`src/rtl/gpio_irq_pkg.sv`:
```
package gpio_irq_pkg;

  // register byte offsets (the software view depends on these)
  localparam logic [4:0] OFS_OUT_VAL = 5'h00;
  localparam logic [4:0] OFS_OUT_EN  = 5'h04;
  localparam logic [4:0] OFS_PAD_LVL = 5'h08;
  localparam logic [4:0] OFS_TRIG_LO = 5'h0C;
  localparam logic [4:0] OFS_TRIG_HI = 5'h10;
  localparam logic [4:0] OFS_IRQ_EN  = 5'h14;
  localparam logic [4:0] OFS_FLAGS   = 5'h18;

  typedef enum logic [1:0] {
    TRIG_LEVEL_LOW  = 2'd0,
    TRIG_LEVEL_HIGH = 2'd1,
    TRIG_RISE       = 2'd2,
    TRIG_FALL       = 2'd3
  } trig_code_e;

  // does a pin with code `code` see its condition this cycle?
  function automatic logic trig_hit(input logic [1:0] code,
                                    input logic now_v,
                                    input logic old_v);
    case (trig_code_e'(code))
      TRIG_LEVEL_LOW:  trig_hit = !now_v;
      TRIG_LEVEL_HIGH: trig_hit = now_v;
      TRIG_RISE:       trig_hit = now_v && !old_v;
      default:         trig_hit = !now_v && old_v;
    endcase
  endfunction

  // code bit 1 marks the transition-sensitive codes
  function automatic logic is_edge_code(input logic [1:0] code);
    is_edge_code = code[1];
  endfunction

endpackage

```
`src/rtl/gpio_pad_sync.sv`:
```
module gpio_pad_sync #(
  parameter int WIDTH = 32
) (
  input  logic             clk,
  input  logic             rst_n,
  input  logic [WIDTH-1:0] pad_raw,
  output logic [WIDTH-1:0] lvl_now,
  output logic [WIDTH-1:0] lvl_old
);
  logic [WIDTH-1:0] meta_q;
  logic [WIDTH-1:0] sync_q;
  logic [WIDTH-1:0] hist_q;
  logic [1:0]       warm_q;

  always_ff @(posedge clk or negedge rst_n) begin
    if (!rst_n) begin
      meta_q <= '0;
      sync_q <= '0;
      hist_q <= '0;
      warm_q <= '0;
    end else begin
      meta_q <= pad_raw;
      sync_q <= meta_q;
      hist_q <= sync_q;
      if (warm_q != 2'd3) warm_q <= warm_q + 2'd1;
    end
  end

  assign lvl_now = sync_q;
  assign lvl_old = hist_q;

  AST_SYNC_LATENCY: assert property (@(posedge clk) disable iff (!rst_n)
    (warm_q >= 2'd2) |-> (lvl_now == $past(pad_raw, 2)));

endmodule

```
`src/rtl/gpio_trig_detect.sv`:
```
module gpio_trig_detect
  import gpio_irq_pkg::*;
#(
  parameter int NPINS = 32
) (
  input  logic               clk,
  input  logic               rst_n,
  input  logic [NPINS-1:0]   lvl_now,
  input  logic [NPINS-1:0]   lvl_old,
  input  logic [2*NPINS-1:0] trig_cfg,
  output logic [NPINS-1:0]   trig_evt
);
  logic [NPINS-1:0] edge_sel;

  for (genvar p = 0; p < NPINS; p++) begin : g_pin
    assign trig_evt[p] = trig_hit(trig_cfg[2*p +: 2], lvl_now[p], lvl_old[p]);
    assign edge_sel[p] = is_edge_code(trig_cfg[2*p +: 2]);
  end

  // a transition trigger never fires on two cycles in a row under a fixed code
  AST_EDGE_SINGLE: assert property (@(posedge clk) disable iff (!rst_n)
    $stable(trig_cfg) |-> ((trig_evt & $past(trig_evt) & edge_sel) == '0));

endmodule

```
`src/rtl/gpio_irq_status.sv`:
```
module gpio_irq_status #(
  parameter int NPINS = 32
) (
  input  logic             clk,
  input  logic             rst_n,
  input  logic [NPINS-1:0] trig_evt,
  input  logic [NPINS-1:0] clr_vec,
  input  logic [NPINS-1:0] irq_en,
  output logic [NPINS-1:0] flags,
  output logic             irq_lo,
  output logic             irq_hi
);
  localparam int HALF = NPINS / 2;

  logic [NPINS-1:0] flags_q;
  logic [NPINS-1:0] pend;

  always_ff @(posedge clk or negedge rst_n) begin
    if (!rst_n) flags_q <= '0;
    else        flags_q <= (flags_q & ~clr_vec) | trig_evt;
  end

  assign flags  = flags_q;
  assign pend   = flags_q & irq_en;
  assign irq_lo = |pend[HALF-1:0];
  assign irq_hi = |pend[NPINS-1:HALF];

  AST_CLEAR_TAKES: assert property (@(posedge clk) disable iff (!rst_n)
    1'b1 |=> ((flags & $past(clr_vec & ~trig_evt)) == '0));

  AST_EVENT_WINS: assert property (@(posedge clk) disable iff (!rst_n)
    1'b1 |=> ((flags & $past(trig_evt)) == $past(trig_evt)));

  AST_FLAG_STICKY: assert property (@(posedge clk) disable iff (!rst_n)
    1'b1 |=> ((flags & $past(flags & ~clr_vec)) == $past(flags & ~clr_vec)));

endmodule

```
`src/rtl/gpio_irq_port.sv`:
```
module gpio_irq_port
  import gpio_irq_pkg::*;
#(
  parameter int NPINS  = 32,
  parameter int ADDR_W = 5
) (
  input  logic              clk,
  input  logic              rst_n,
  input  logic              bus_wr,
  input  logic [ADDR_W-1:0] bus_addr,
  input  logic [NPINS-1:0]  bus_wdata,
  output logic [NPINS-1:0]  bus_rdata,
  input  logic [NPINS-1:0]  pad_in,
  output logic [NPINS-1:0]  pad_out,
  output logic [NPINS-1:0]  pad_oe,
  output logic              irq_lo,
  output logic              irq_hi,
  output logic              irq_any
);
  logic [NPINS-1:0] out_val_q, out_en_q, trig_lo_q, trig_hi_q, irq_en_q;
  logic [NPINS-1:0] lvl_now, lvl_old, trig_evt, flags, clr_vec;
  logic wr_out_val, wr_out_en, wr_trig_lo, wr_trig_hi, wr_irq_en, wr_flags;

  assign wr_out_val = bus_wr && (bus_addr == OFS_OUT_VAL);
  assign wr_out_en  = bus_wr && (bus_addr == OFS_OUT_EN);
  assign wr_trig_lo = bus_wr && (bus_addr == OFS_TRIG_LO);
  assign wr_trig_hi = bus_wr && (bus_addr == OFS_TRIG_HI);
  assign wr_irq_en  = bus_wr && (bus_addr == OFS_IRQ_EN);
  assign wr_flags   = bus_wr && (bus_addr == OFS_FLAGS);
  assign clr_vec    = wr_flags ? bus_wdata : '0;

  always_ff @(posedge clk or negedge rst_n) begin
    if (!rst_n) begin
      out_val_q <= '0;
      out_en_q  <= '0;
      trig_lo_q <= '0;
      trig_hi_q <= '0;
      irq_en_q  <= '0;
    end else begin
      if (wr_out_val) out_val_q <= bus_wdata;
      if (wr_out_en)  out_en_q  <= bus_wdata;
      if (wr_trig_lo) trig_lo_q <= bus_wdata;
      if (wr_trig_hi) trig_hi_q <= bus_wdata;
      if (wr_irq_en)  irq_en_q  <= bus_wdata;
    end
  end

  gpio_pad_sync #(.WIDTH(NPINS)) u_sync (
    .clk     (clk),
    .rst_n   (rst_n),
    .pad_raw (pad_in),
    .lvl_now (lvl_now),
    .lvl_old (lvl_old)
  );

  gpio_trig_detect #(.NPINS(NPINS)) u_detect (
    .clk      (clk),
    .rst_n    (rst_n),
    .lvl_now  (lvl_now),
    .lvl_old  (lvl_old),
    .trig_cfg ({trig_hi_q, trig_lo_q}),
    .trig_evt (trig_evt)
  );

  gpio_irq_status #(.NPINS(NPINS)) u_status (
    .clk      (clk),
    .rst_n    (rst_n),
    .trig_evt (trig_evt),
    .clr_vec  (clr_vec),
    .irq_en   (irq_en_q),
    .flags    (flags),
    .irq_lo   (irq_lo),
    .irq_hi   (irq_hi)
  );

  assign irq_any = irq_lo || irq_hi;
  assign pad_out = out_val_q;
  assign pad_oe  = out_en_q;

  always_comb begin
    case (bus_addr)
      OFS_OUT_VAL: bus_rdata = out_val_q;
      OFS_OUT_EN:  bus_rdata = out_en_q;
      OFS_PAD_LVL: bus_rdata = lvl_now;
      OFS_TRIG_LO: bus_rdata = trig_lo_q;
      OFS_TRIG_HI: bus_rdata = trig_hi_q;
      OFS_IRQ_EN:  bus_rdata = irq_en_q;
      OFS_FLAGS:   bus_rdata = flags;
      default:     bus_rdata = '0;
    endcase
  end

  AST_MASK_OFF_QUIET: assert property (@(posedge clk) disable iff (!rst_n)
    (wr_irq_en && (bus_wdata == '0)) |=> !irq_any);

  AST_PAD_OUT_WRITE: assert property (@(posedge clk) disable iff (!rst_n)
    wr_out_val |=> (pad_out == $past(bus_wdata)));

endmodule

```
`config.mk`:
```
export PLATFORM = sky130hd
export DESIGN_NAME = gpio_irq_port
export DESIGN_NICKNAME = d
export VERILOG_FILES = /design/src/rtl/gpio_irq_pkg.sv /design/src/rtl/gpio_pad_sync.sv /design/src/rtl/gpio_trig_detect.sv /design/src/rtl/gpio_irq_status.sv /design/src/rtl/gpio_irq_port.sv
export SDC_FILE = /design/constraint.sdc
export NUM_CORES = 1
export LEC_CHECK = 0
export ABC_AREA = 0
export BUFFER_PORTS_ARGS = -buffer_cell sky130_fd_sc_hd__buf_2
export CORE_ASPECT_RATIO = 0.6
export CORE_MARGIN = 2
export CORE_UTILIZATION = 45
export CTS_CLUSTER_SIZE = 10
export DETAILED_ROUTE_END_ITERATION = 7
export GPL_ROUTABILITY_DRIVEN = 0
export HOLD_SLACK_MARGIN = 0.06
export PLACE_DENSITY = 0.64
export SETUP_SLACK_MARGIN = 0.02
export SLEW_MARGIN = 25
export SYNTH_ARGS = -nofsm -noshare
export SYNTH_HDL_FRONTEND = slang
export SYNTH_HIERARCHICAL = 1
export SYNTH_SLANG_ARGS = --single-unit
```
`constraint.sdc`:
```
create_clock -name clk -period 1.6 [get_ports clk]
set_clock_uncertainty 0.15 [all_clocks]
set_input_delay 0.08 -clock clk [delete_from_list [all_inputs] [get_ports clk]]
set_output_delay 0.08 -clock clk [all_outputs]
set_load 0.05 [all_outputs]
```
==> impl_metrics.yaml, run 1 <==
global_routing:
  grt_pass1_wl_um: 64400
  grt_max_degree: 69
  grt-ovfl-total: 0
  grt_usage_pct: 28.6
  grt_pass1_vias: 10300
  antenna_found_initial: 0
route:
  routedWlPerCell_um: 23.7
  top_layer_used: "met4"
  routed-wl-met3_um: 3870
  viasPerCell: 5.78
  drt-met1-wl_um: 19500
  via_count: 10500
  ant_nets: 0
  dr.pass1.iters: 5
  met2RoutedLength_um: 18800
  drc: 0
  routed_wl_um: 42900
  drt_iter0_drc: 888
place:
  io_buffers: 170
  hpwl_um: 29800
  placed_cells: 1656
  place_ws_ns: -0.355
synth:
  synth-seq-cells: 288
  syn_avg_cell_area_um2: 12.9
  syn_area_um2: 13100
  ys_warn_count: 6
  synth_cells: 1010
  synth_cell_type_count: 38
  synth_nets: 1082
  yosysSeqAreaShare_pct: 55.1
power_and_ir_drop:
  powerDensity_nw_per_um2: 1200
  power_w: 0.0219
  p_leak_nw: 8.27
  ir_worst_vdd_uv: 1060
timing:
  fmax_mhz: 407
  setup_ws_ns: -0.855
  finalSetupViolations: 35
  worst_slew_pin_slew_ns: 0.796
  period_share_pct: 153
  max_slew_margin_pct: 46.9
  hold_ws_ns: 0.0665
  slew_violations: 0
  hold_viol: 0
  rsz0062_at_grt: "yes"
  min_period_ns: 2.45
worst_setup_path:
  start_kind: "flop"
  path_max_fanout: 2
  crit_path_end: "irq_any"
  arrival_ns: 2.22
  r2r_setup_slack_ns: 0.05
  setup.worst_path.class: "reg -> out"
  reg2reg_to: "u_status/flags[18]"
  rr_startpoint: "trig_hi_q[4]"
  crit_path_start: "u_status/flags[16]"
  critPathCaptureType: "output pin"
  crit_required_ns: 1.37
  r2r_cells: 3
clock_network:
  cts.htree.levels: 2
  clock_latency_ns: 0.51
  numCtsBuffers: 34
  cts_tree: "done"
  clk_pin_slew_worst_paths_ns: 0.06
  clockBufferDepth: 3
  root_buffer: "clkbuf_16"
  clkSinkCount: 288
die:
  dieArea_um2: 30500
  ioPinCount: 171
  start_util_pct: 45.6
  rows: 48
  die_y_um: 136
  fp.dieW_um: 224
  fp.coreArea_um2: 28600
cells_and_area:
  regArea_um2: 7240
  diodes: 0
  synthToLayoutAreaGrowth_pct: 39.8
  layout_commonest_cell: "dfrtp_1"
  final_cell_mix: "259 x dfrtp_1, 144 x mux2_2, 134 x buf_2"
  layout-drive-gt1-share_pct: 45.1
  nNetsFinal: 1492
  fill_cells: 2175
  multi_input_area_um2: 5800
  finalNonFillerCells: 1811
outcome:
  failed_checks: "negative setup slack"
  status: "finished, violations left"
job:
  drv_cap: 0
min_path:
  min_path_type: "in -> reg"
## worst max-delay path: stages, from the launching register on
cell      delay [ns]
dfrtp_1         0.37
a22o_1          0.23
a221oi_2        0.29
nand4_1         0.23
buf_4           0.19
or2_4           0.23
buf_8           0.15
## where the power goes
| part | switching [W] | internal (W) |
|---|---|---|
| registers | 0.00108 | 0.00824 |
| clock network | 0.00291 | 0.00418 |
| logic | 0.00298 | 0.00250 |
## synth_stat cells, drive strengths merged
| library cell | number | area, um2 |
|---|---|---|
| a211o | 9 | 78.8 |
| a21o | 32 | 240 |
| a221o | 1 | 10.0 |
| a221oi | 8 | 120 |
| a22o | 8 | 70.1 |
| a32oi | 54 | 473 |
| and2 | 1 | 6.26 |
| and3 | 34 | 213 |
| and3b | 1 | 8.76 |
| buf | 31 | 166 |
| clkbuf | 25 | 93.8 |
| dfrtp | 288 | 7210 |
| inv | 32 | 120 |
| mux2 | 204 | 2300 |
| mux2i | 28 | 280 |
| mux4 | 1 | 22.5 |
| nand2 | 24 | 90.1 |
| nand2b | 32 | 200 |
| nand3 | 76 | 380 |
| nand4 | 24 | 150 |
| nand4b | 1 | 23.8 |
| nor2 | 10 | 37.5 |
| nor2b | 3 | 18.8 |
| nor3 | 1 | 5.00 |
| nor3b | 1 | 7.51 |
| nor4 | 1 | 21.3 |
| nor4b | 2 | 38.8 |
| o21ba | 32 | 320 |
| o22ai | 9 | 56.3 |
| or2 | 2 | 12.5 |
| or3b | 32 | 280 |
| or4 | 1 | 7.51 |
| or4b | 2 | 20.0 |
## stage by stage
stage          setup TNS [ns]  util (%)  instance area (um2)
5_1_grt                -17.48      63.8                18300
6_report               -15.53      63.8                18300
3_3_place_gp           -35.61      55.3                15900
4_1_cts                -15.76      63.4                18200
3_5_place_dp           -40.89      55.3                15900
2_1_floorplan           -1.87         -                13300
## state kept, by name, summed over array words and instances, names as in the netlist
register and count:
u_sync/lvl_old 32, u_status/flags 32, pad_oe 32, trig_hi_q 32, u_sync/lvl_now 32, trig_lo_q 32
irq_en_q 32, u_sync/meta_q 32, pad_out 32
## worst min-delay path by stage
stage	from	to	slack, ns	cells past startpoint
6_report	pad_in[20]	u_sync/meta_q[20]	0.07	2
4_1_cts	pad_in[12]	u_sync/meta_q[12]	0.06	2
3_3_place_gp	rst_n	pad_out[8]	-0.22	1
3_5_place_dp	rst_n	pad_out[8]	-0.22	1
5_1_grt	pad_in[5]	u_sync/meta_q[5]	0.07	2
2_1_floorplan	rst_n	irq_en_q[0]	-0.37	0
## cell families after synthesis
| group | Yosys count | synth area share, % |
|---|---|---|
| AO/OA/AOI/OAI | 153 | 10.5 |
| multiplexers | 233 | 19.9 |
| AND/OR/NAND/NOR | 248 | 11.6 |
| flip-flops | 288 | 55.1 |
| buffers and inverters | 88 | 2.91 |
## metal layers
metal / track usage [%] / vias up
li1: - / 4595
met1: 42.1 / 5345
met2: 42.2 / 457
met4: 6.33 / 0
met5: 0 / -
met3: 7.78 / 67
## cell type report
cell class	instances	share of cell area, %
inverters	32	0.657
multi-input cells	634	31.7
well taps	375	2.57
repair buffers	430	20.1
clock buffers	52	5.37
flip-flops and latches	288	39.6
## what timing repair did
action / in CTS / in global routing
hold buffers: 96 / 1
setup buffers: 11 / 2
endpoints found under the setup margin: 35 / 53
pin swaps: 45 / 16
resized for setup: 93 / 24
hold endpoints to repair: 512 / 1
No activity file was read; power rests on OpenSTA's default activity.
==> run 2: changes to the inputs <==
--- a/config.mk
+++ b/config.mk
@@ -5,7 +5,7 @@
 export SDC_FILE = /design/constraint.sdc
 export NUM_CORES = 1
 export LEC_CHECK = 0
-export ABC_AREA = 0
+export ABC_AREA = 1
 export BUFFER_PORTS_ARGS = -buffer_cell sky130_fd_sc_hd__buf_2
 export CORE_ASPECT_RATIO = 0.6
 export CORE_MARGIN = 2
@@ -14,7 +14,7 @@
 export DETAILED_ROUTE_END_ITERATION = 7
 export GPL_ROUTABILITY_DRIVEN = 0
 export HOLD_SLACK_MARGIN = 0.06
-export PLACE_DENSITY = 0.64
+export PLACE_DENSITY = 0.63
 export SETUP_SLACK_MARGIN = 0.02
 export SLEW_MARGIN = 25
 export SYNTH_ARGS = -nofsm -noshare
==> impl_metrics.yaml, run 2 <==
global_routing:
  grt-ovfl-total: 0
  grt_pass1_vias: 13200
  grt_usage_pct: 28.8
  grt_pass1_wl_um: 72800
  antenna_found_initial: 1
  grt_max_degree: 62
synth:
  synth_common_cells: "565 x nand2_1, 288 x dfrtp_1, 237 x inv_1"
  syn_avg_cell_area_um2: 7.72
  yosysSeqAreaShare_pct: 51.2
  synth_nets: 1893
  synth-seq-cells: 288
  synth_cells: 1821
  synth.area.top_cells: "dfrtp_1 51%, nand2_1 15%, nand4_1 8.7%"
  synth_edf_count: 0
  synth_simple_gate_area_share_pct: 30.1
  synth_top_family_by_area: "simple AND/OR/NAND/NOR gates"
  synth_cell_type_count: 20
  yosysMostFrequentCell: "nand2_1"
  ys_warn_count: 6
  synthArstFlopShare_pct: 100
  synth_mux_area_share_pct: 0
  synth_top_area_share_pct: 51.2
  syn_area_um2: 14100
  synthFlopType: "dfrtp_1"
  synth_top_cell_by_area: "dfrtp_1"
  synth_adder_area_share_pct: 0
  synth-compound-area-share_pct: 8.54
  synthXorXnorAreaFrac_pct: 0
cells_and_area:
  layout_commonest_cell: "nand2_1"
  regArea_um2: 7220
  layout-drive-gt1-share_pct: 20.2
  synthToLayoutAreaGrowth_pct: 34.5
  final_area_um2: 18900
  nNetsFinal: 2259
  multi_input_area_um2: 5600
  finalNonFillerCells: 2606
  fill_cells: 2693
  utilization_pct: 61.1
  final_cell_mix: "545 x nand2_1, 281 x dfrtp_1, 232 x inv_1"
timing:
  setup_ws_ns: -0.467
  rsz0062_at_grt: "yes"
  period_share_pct: 129
  finalSetupViolations: 35
  hold_viol: 0
  slew_violations: 0
  max_slew_margin_pct: 65.8
  min_period_ns: 2.07
  fmax_mhz: 484
  worst_slew_pin_slew_ns: 0.513
place:
  io_buffers: 170
  place_area_um2: 16100
  hpwl_um: 30800
  placed_cells: 2407
route:
  drc: 0
  viasPerCell: 5.34
  ant_nets: 0
  routed_wl_um: 46600
  dr.pass1.iters: 6
  via_count: 13900
  drt_iter0_drc: 1454
  routedWlPerCell_um: 17.9
  drt-met1-wl_um: 21400
  met2RoutedLength_um: 20100
  top_layer_used: "met4"
  routed-wl-met3_um: 4050
power_and_ir_drop:
  ir_worst_vdd_uv: 723
  powerDensity_nw_per_um2: 1120
  power_w: 0.0212
  p_leak_nw: 10.4
die:
  fp.coreArea_um2: 31000
  start_util_pct: 45.4
  fp.dieW_um: 232
  ioPinCount: 171
  rows: 50
  dieArea_um2: 32700
  die_y_um: 141
worst_setup_path:
  critPathCaptureType: "output pin"
  start_kind: "flop"
  path_max_fanout: 2
  arrival_ns: 1.84
  setup.worst_path.class: "reg -> out"
  crit_required_ns: 1.37
clock_network:
  clkSinkCount: 288
  clk_pin_slew_worst_paths_ns: 0.06
  numCtsBuffers: 34
  root_buffer: "clkbuf_16"
  cts_tree: "done"
  cts.htree.levels: 2
  clockBufferDepth: 3
  clock_latency_ns: 0.52
min_path:
  min_path_type: "in -> reg"
outcome:
  failed_checks: "negative setup slack"
  status: "finished, violations left"
job:
  drv_cap: 0
## run 2: cell count changes in the layout (fill, tap and decap cells not counted), sizes merged, moves of 74 or more
cell,previous run,this run
inv,32,240
mux2,204,0
nand2,24,565
nand3,76,2
nand4,24,200
nor2,10,200
o21ai,0,192
## run 2: final timing paths
| check | slack [ns] | startpoint | cells past startpoint | to |
|---|---|---|---|---|
| setup reg to reg | 0.10 | u_sync/lvl_now[16] | 8 | u_status/flags[16] |
| min in group asynchronous | 0.49 | rst_n | 3 | u_sync/lvl_old[15] |
| setup / recovery | -0.47 | irq_en_q[18] | 8 | irq_any |
| hold reg to reg | 0.19 | u_sync/meta_q[8] | 0 | u_sync/lvl_now[8] |
| hold / removal | 0.08 | pad_in[17] | 2 | u_sync/meta_q[17] |
| max in group asynchronous | 0.12 | rst_n | 4 | u_status/flags[25] |
## run 2: metrics by stage
stage / worst slack (ns) / setup TNS (ns) / hold WS [ns]
floorplan: 0.0886 / 0 / -0.366
finish: -0.467 / -6.03 / 0.0824
detailed placement: -0.0485 / -0.322 / -0.0980
CTS: -0.477 / -5.79 / 0.0778
global route: -0.529 / -8.30 / 0.0968
global placement: -0.0515 / -0.169 / -0.0917
## run 2: cell type report
cell class                      count  area share [%]
Antenna cell                        1          0.0132
Clock buffer                       37            4.67
Clock inverter                      1          0.0463
Inverter                          240            4.77
Multi-Input combinational cell   1192            29.6
Sequential cell                   288            38.1
Tap cell                          416            2.75
Timing Repair Buffer              431            20.0
## run 2: layer usage
metal | GRT usage, % | up-vias
li1 | - | 6566
met1 | 42.4 | 6697
met2 | 42.6 | 586
met3 | 6.23 | 80
met4 | 8.13 | 0
met5 | 0 | -
## run 2: cell families after synthesis
| kind of cell | after synthesis |
|---|---|
| AOI/OAI and AO/OA | 224 |
| DFF | 288 |
| buffers and inverters | 341 |
| and+or+nand+nor | 968 |
## run 2: repair_timing
item / in CTS / in global routing
gates cloned: 0 / 0
gates resized for setup: 124 / 36
pin swaps: 74 / 42
hold buffers: 97 / 0
endpoints found under the setup margin: 35 / 36
hold endpoints to repair: 512 / 0
setup buffers: 41 / 27
## run 2: worst max-delay path, cell delays in order (launching register included)
cell and delay (ns):
dfrtp_1 0.39, nand2_1 0.08, nand2_1 0.05, inv_1 0.09, nand2_1 0.07, nor2_2 0.16
nand2_2 0.09, or2_4 0.23, buf_8 0.15
## run 2: report_power, final
| group | leakage (nW) | switching [W] | internal [W] |
|---|---|---|---|
| Clock | 0.438 | 0.00290 | 0.00387 |
| Sequential | 3.47 | 0.000804 | 0.00818 |
| Combinational | 6.46 | 0.00353 | 0.00191 |
==> run 3: changes to the inputs <==
--- a/config.mk
+++ b/config.mk
@@ -14,8 +14,9 @@
 export DETAILED_ROUTE_END_ITERATION = 7
 export GPL_ROUTABILITY_DRIVEN = 0
 export HOLD_SLACK_MARGIN = 0.06
-export PLACE_DENSITY = 0.63
+export PLACE_DENSITY_LB_ADDON = 0.25
 export SETUP_SLACK_MARGIN = 0.02
+export SKIP_CTS_REPAIR_TIMING = 1
 export SLEW_MARGIN = 25
 export SYNTH_ARGS = -nofsm -noshare
 export SYNTH_HDL_FRONTEND = slang
==> impl_metrics.yaml, run 3 (synthesized netlist as in run 2, its figures left out) <==
timing:
  min_period_ns: 2.06
  finalSetupViolations: 35
  max_slew_margin_pct: 76.0
  slew_violations: 0
  hold_viol: 0
  setup_ws_ns: -0.457
  rsz0062_at_grt: "yes"
  period_share_pct: 129
  worst_slew_pin_slew_ns: 0.359
  fmax_mhz: 486
power_and_ir_drop:
  p_leak_nw: 10.3
  power.internal_w: 0.0141
  power_frac_comb_pct: 25.0
  switching_power_w: 0.00734
  powerDensity_nw_per_um2: 1140
  ir_worst_vdd_uv: 695
  swShare_pct: 34.2
  p_clk_share_pct: 33.0
  pwr-share-seq_pct: 41.9
clock_network:
  root_buffer: "clkbuf_16"
  clkSinkCount: 288
  clock_latency_ns: 0.53
  cts.htree.levels: 2
  numCtsBuffers: 35
  clockBufferDepth: 3
  cts_tree: "done"
  clk_pin_slew_worst_paths_ns: 0.06
place:
  io_buffers: 170
  hpwl_um: 30500
  place_ws_ns: -0.0898
global_routing:
  grt_max_degree: 59
  grt_usage_pct: 26.8
  grt-ovfl-total: 0
  antenna_found_initial: 2
  grt_pass1_vias: 12100
  grt_pass1_wl_um: 67900
worst_setup_path:
  setup.worst_path.class: "reg -> out"
  critPathCaptureType: "output pin"
  crit_required_ns: 1.37
  cp_slowest_cell: "dfrtp_1"
  path_common_cell: "nand2_1"
  path_max_fanout: 3
  path_cells: "nand2_1 > nand2_1 > inv_1 > nand2_1 > nor2_1 > nand2_2 > or2_4 > buf_8"
  slowest_delay_ns: 0.39
  r2r_cells: 8
  arrival_ns: 1.83
  start_kind: "flop"
cells_and_area:
  nNetsFinal: 2242
  regArea_um2: 7240
  layout-drive-gt1-share_pct: 20.8
  layout_commonest_cell: "nand2_1"
  synthToLayoutAreaGrowth_pct: 33.5
  fill_cells: 2757
  multi_input_area_um2: 5590
  final_cell_mix: "541 x nand2_1, 264 x dfrtp_1, 232 x inv_1"
  utilization_pct: 60.6
die:
  die_y_um: 141
  dieArea_um2: 32700
  fp.dieW_um: 232
  start_util_pct: 45.4
  rows: 50
  ioPinCount: 171
  fp.coreArea_um2: 31000
route:
  ant_nets: 0
  routedWlPerCell_um: 17.5
  routed_wl_um: 45500
  dr.pass1.iters: 7
  viasPerCell: 5.33
  drt_iter0_drc: 1420
  via_count: 13800
  drc: 0
min_path:
  min_path_cells: 2
  min_path_type: "in -> reg"
outcome:
  status: "finished, violations left"
  failed_checks: "negative setup slack"
job:
  drv_cap: 0
## run 3: layout make-up
type	instances	share of cell area, %
Sequential cell	288	38.5
Timing Repair Buffer	413	19.0
Inverter	240	4.80
Tap cell	416	2.77
Antenna cell	1	0.0133
Clock buffer	41	4.95
Clock inverter	3	0.180
Multi-Input combinational cell	1192	29.8
## run 3: power groups by stage
stage	logic, W	registers (W)	clock network [W]
final	0.00538	0.00901	0.00709
after CTS	0.00459	0.00907	0.00723
after global placement	0.00444	0.00915	0
after floorplan	0.00209	0.00996	0
after detailed placement	0.00456	0.00918	0
after global routing	0.00583	0.00911	0.00752
## run 3: path summary, 6_finish.rpt
kind	from	endpoint	slack (ns)
setup / recovery	u_status/flags[14]	irq_any	-0.46
hold / removal	pad_in[5]	u_sync/meta_q[5]	0.05
hold reg to reg	u_sync/meta_q[6]	u_sync/lvl_now[6]	0.19
setup reg to reg	u_sync/lvl_now[26]	u_status/flags[26]	0.14
min in group asynchronous	rst_n	u_sync/lvl_now[2]	0.43
max in group asynchronous	rst_n	u_sync/meta_q[13]	0.24
## run 3: worst max-delay path, delay by kind of cell, from the launching register on
family	cells	cell delay, ns
buf+inv	2	0.22
flops	1	0.39
simple gates	6	0.68
## run 3: per-stage QoR
step | setup TNS (ns) | hold slack [ns] | instances | area (um2) | total power (W)
after global placement | -4.86 | -0.164 | 2400 | 16000 | 0.0136
after detailed placement | -8.89 | -0.160 | 2400 | 16000 | 0.0137
final | -5.14 | 0.0468 | 2594 | 18800 | 0.0215
after CTS | -8.50 | -0.717 | 2444 | 17000 | 0.0209
after floorplan | 0 | -0.366 | 1821 | 14100 | 0.0121
after global routing | -7.20 | 0.0577 | 2593 | 18800 | 0.0225
## run 3: routing by layer
layer  wire length, um  GRT usage, %  vias up
met4               806          6.68        0
met5                 0             0        -
met1             21000          40.9     6678
met3              3730          5.40       71
li1                  -             -     6531
met2             19900          38.7      551
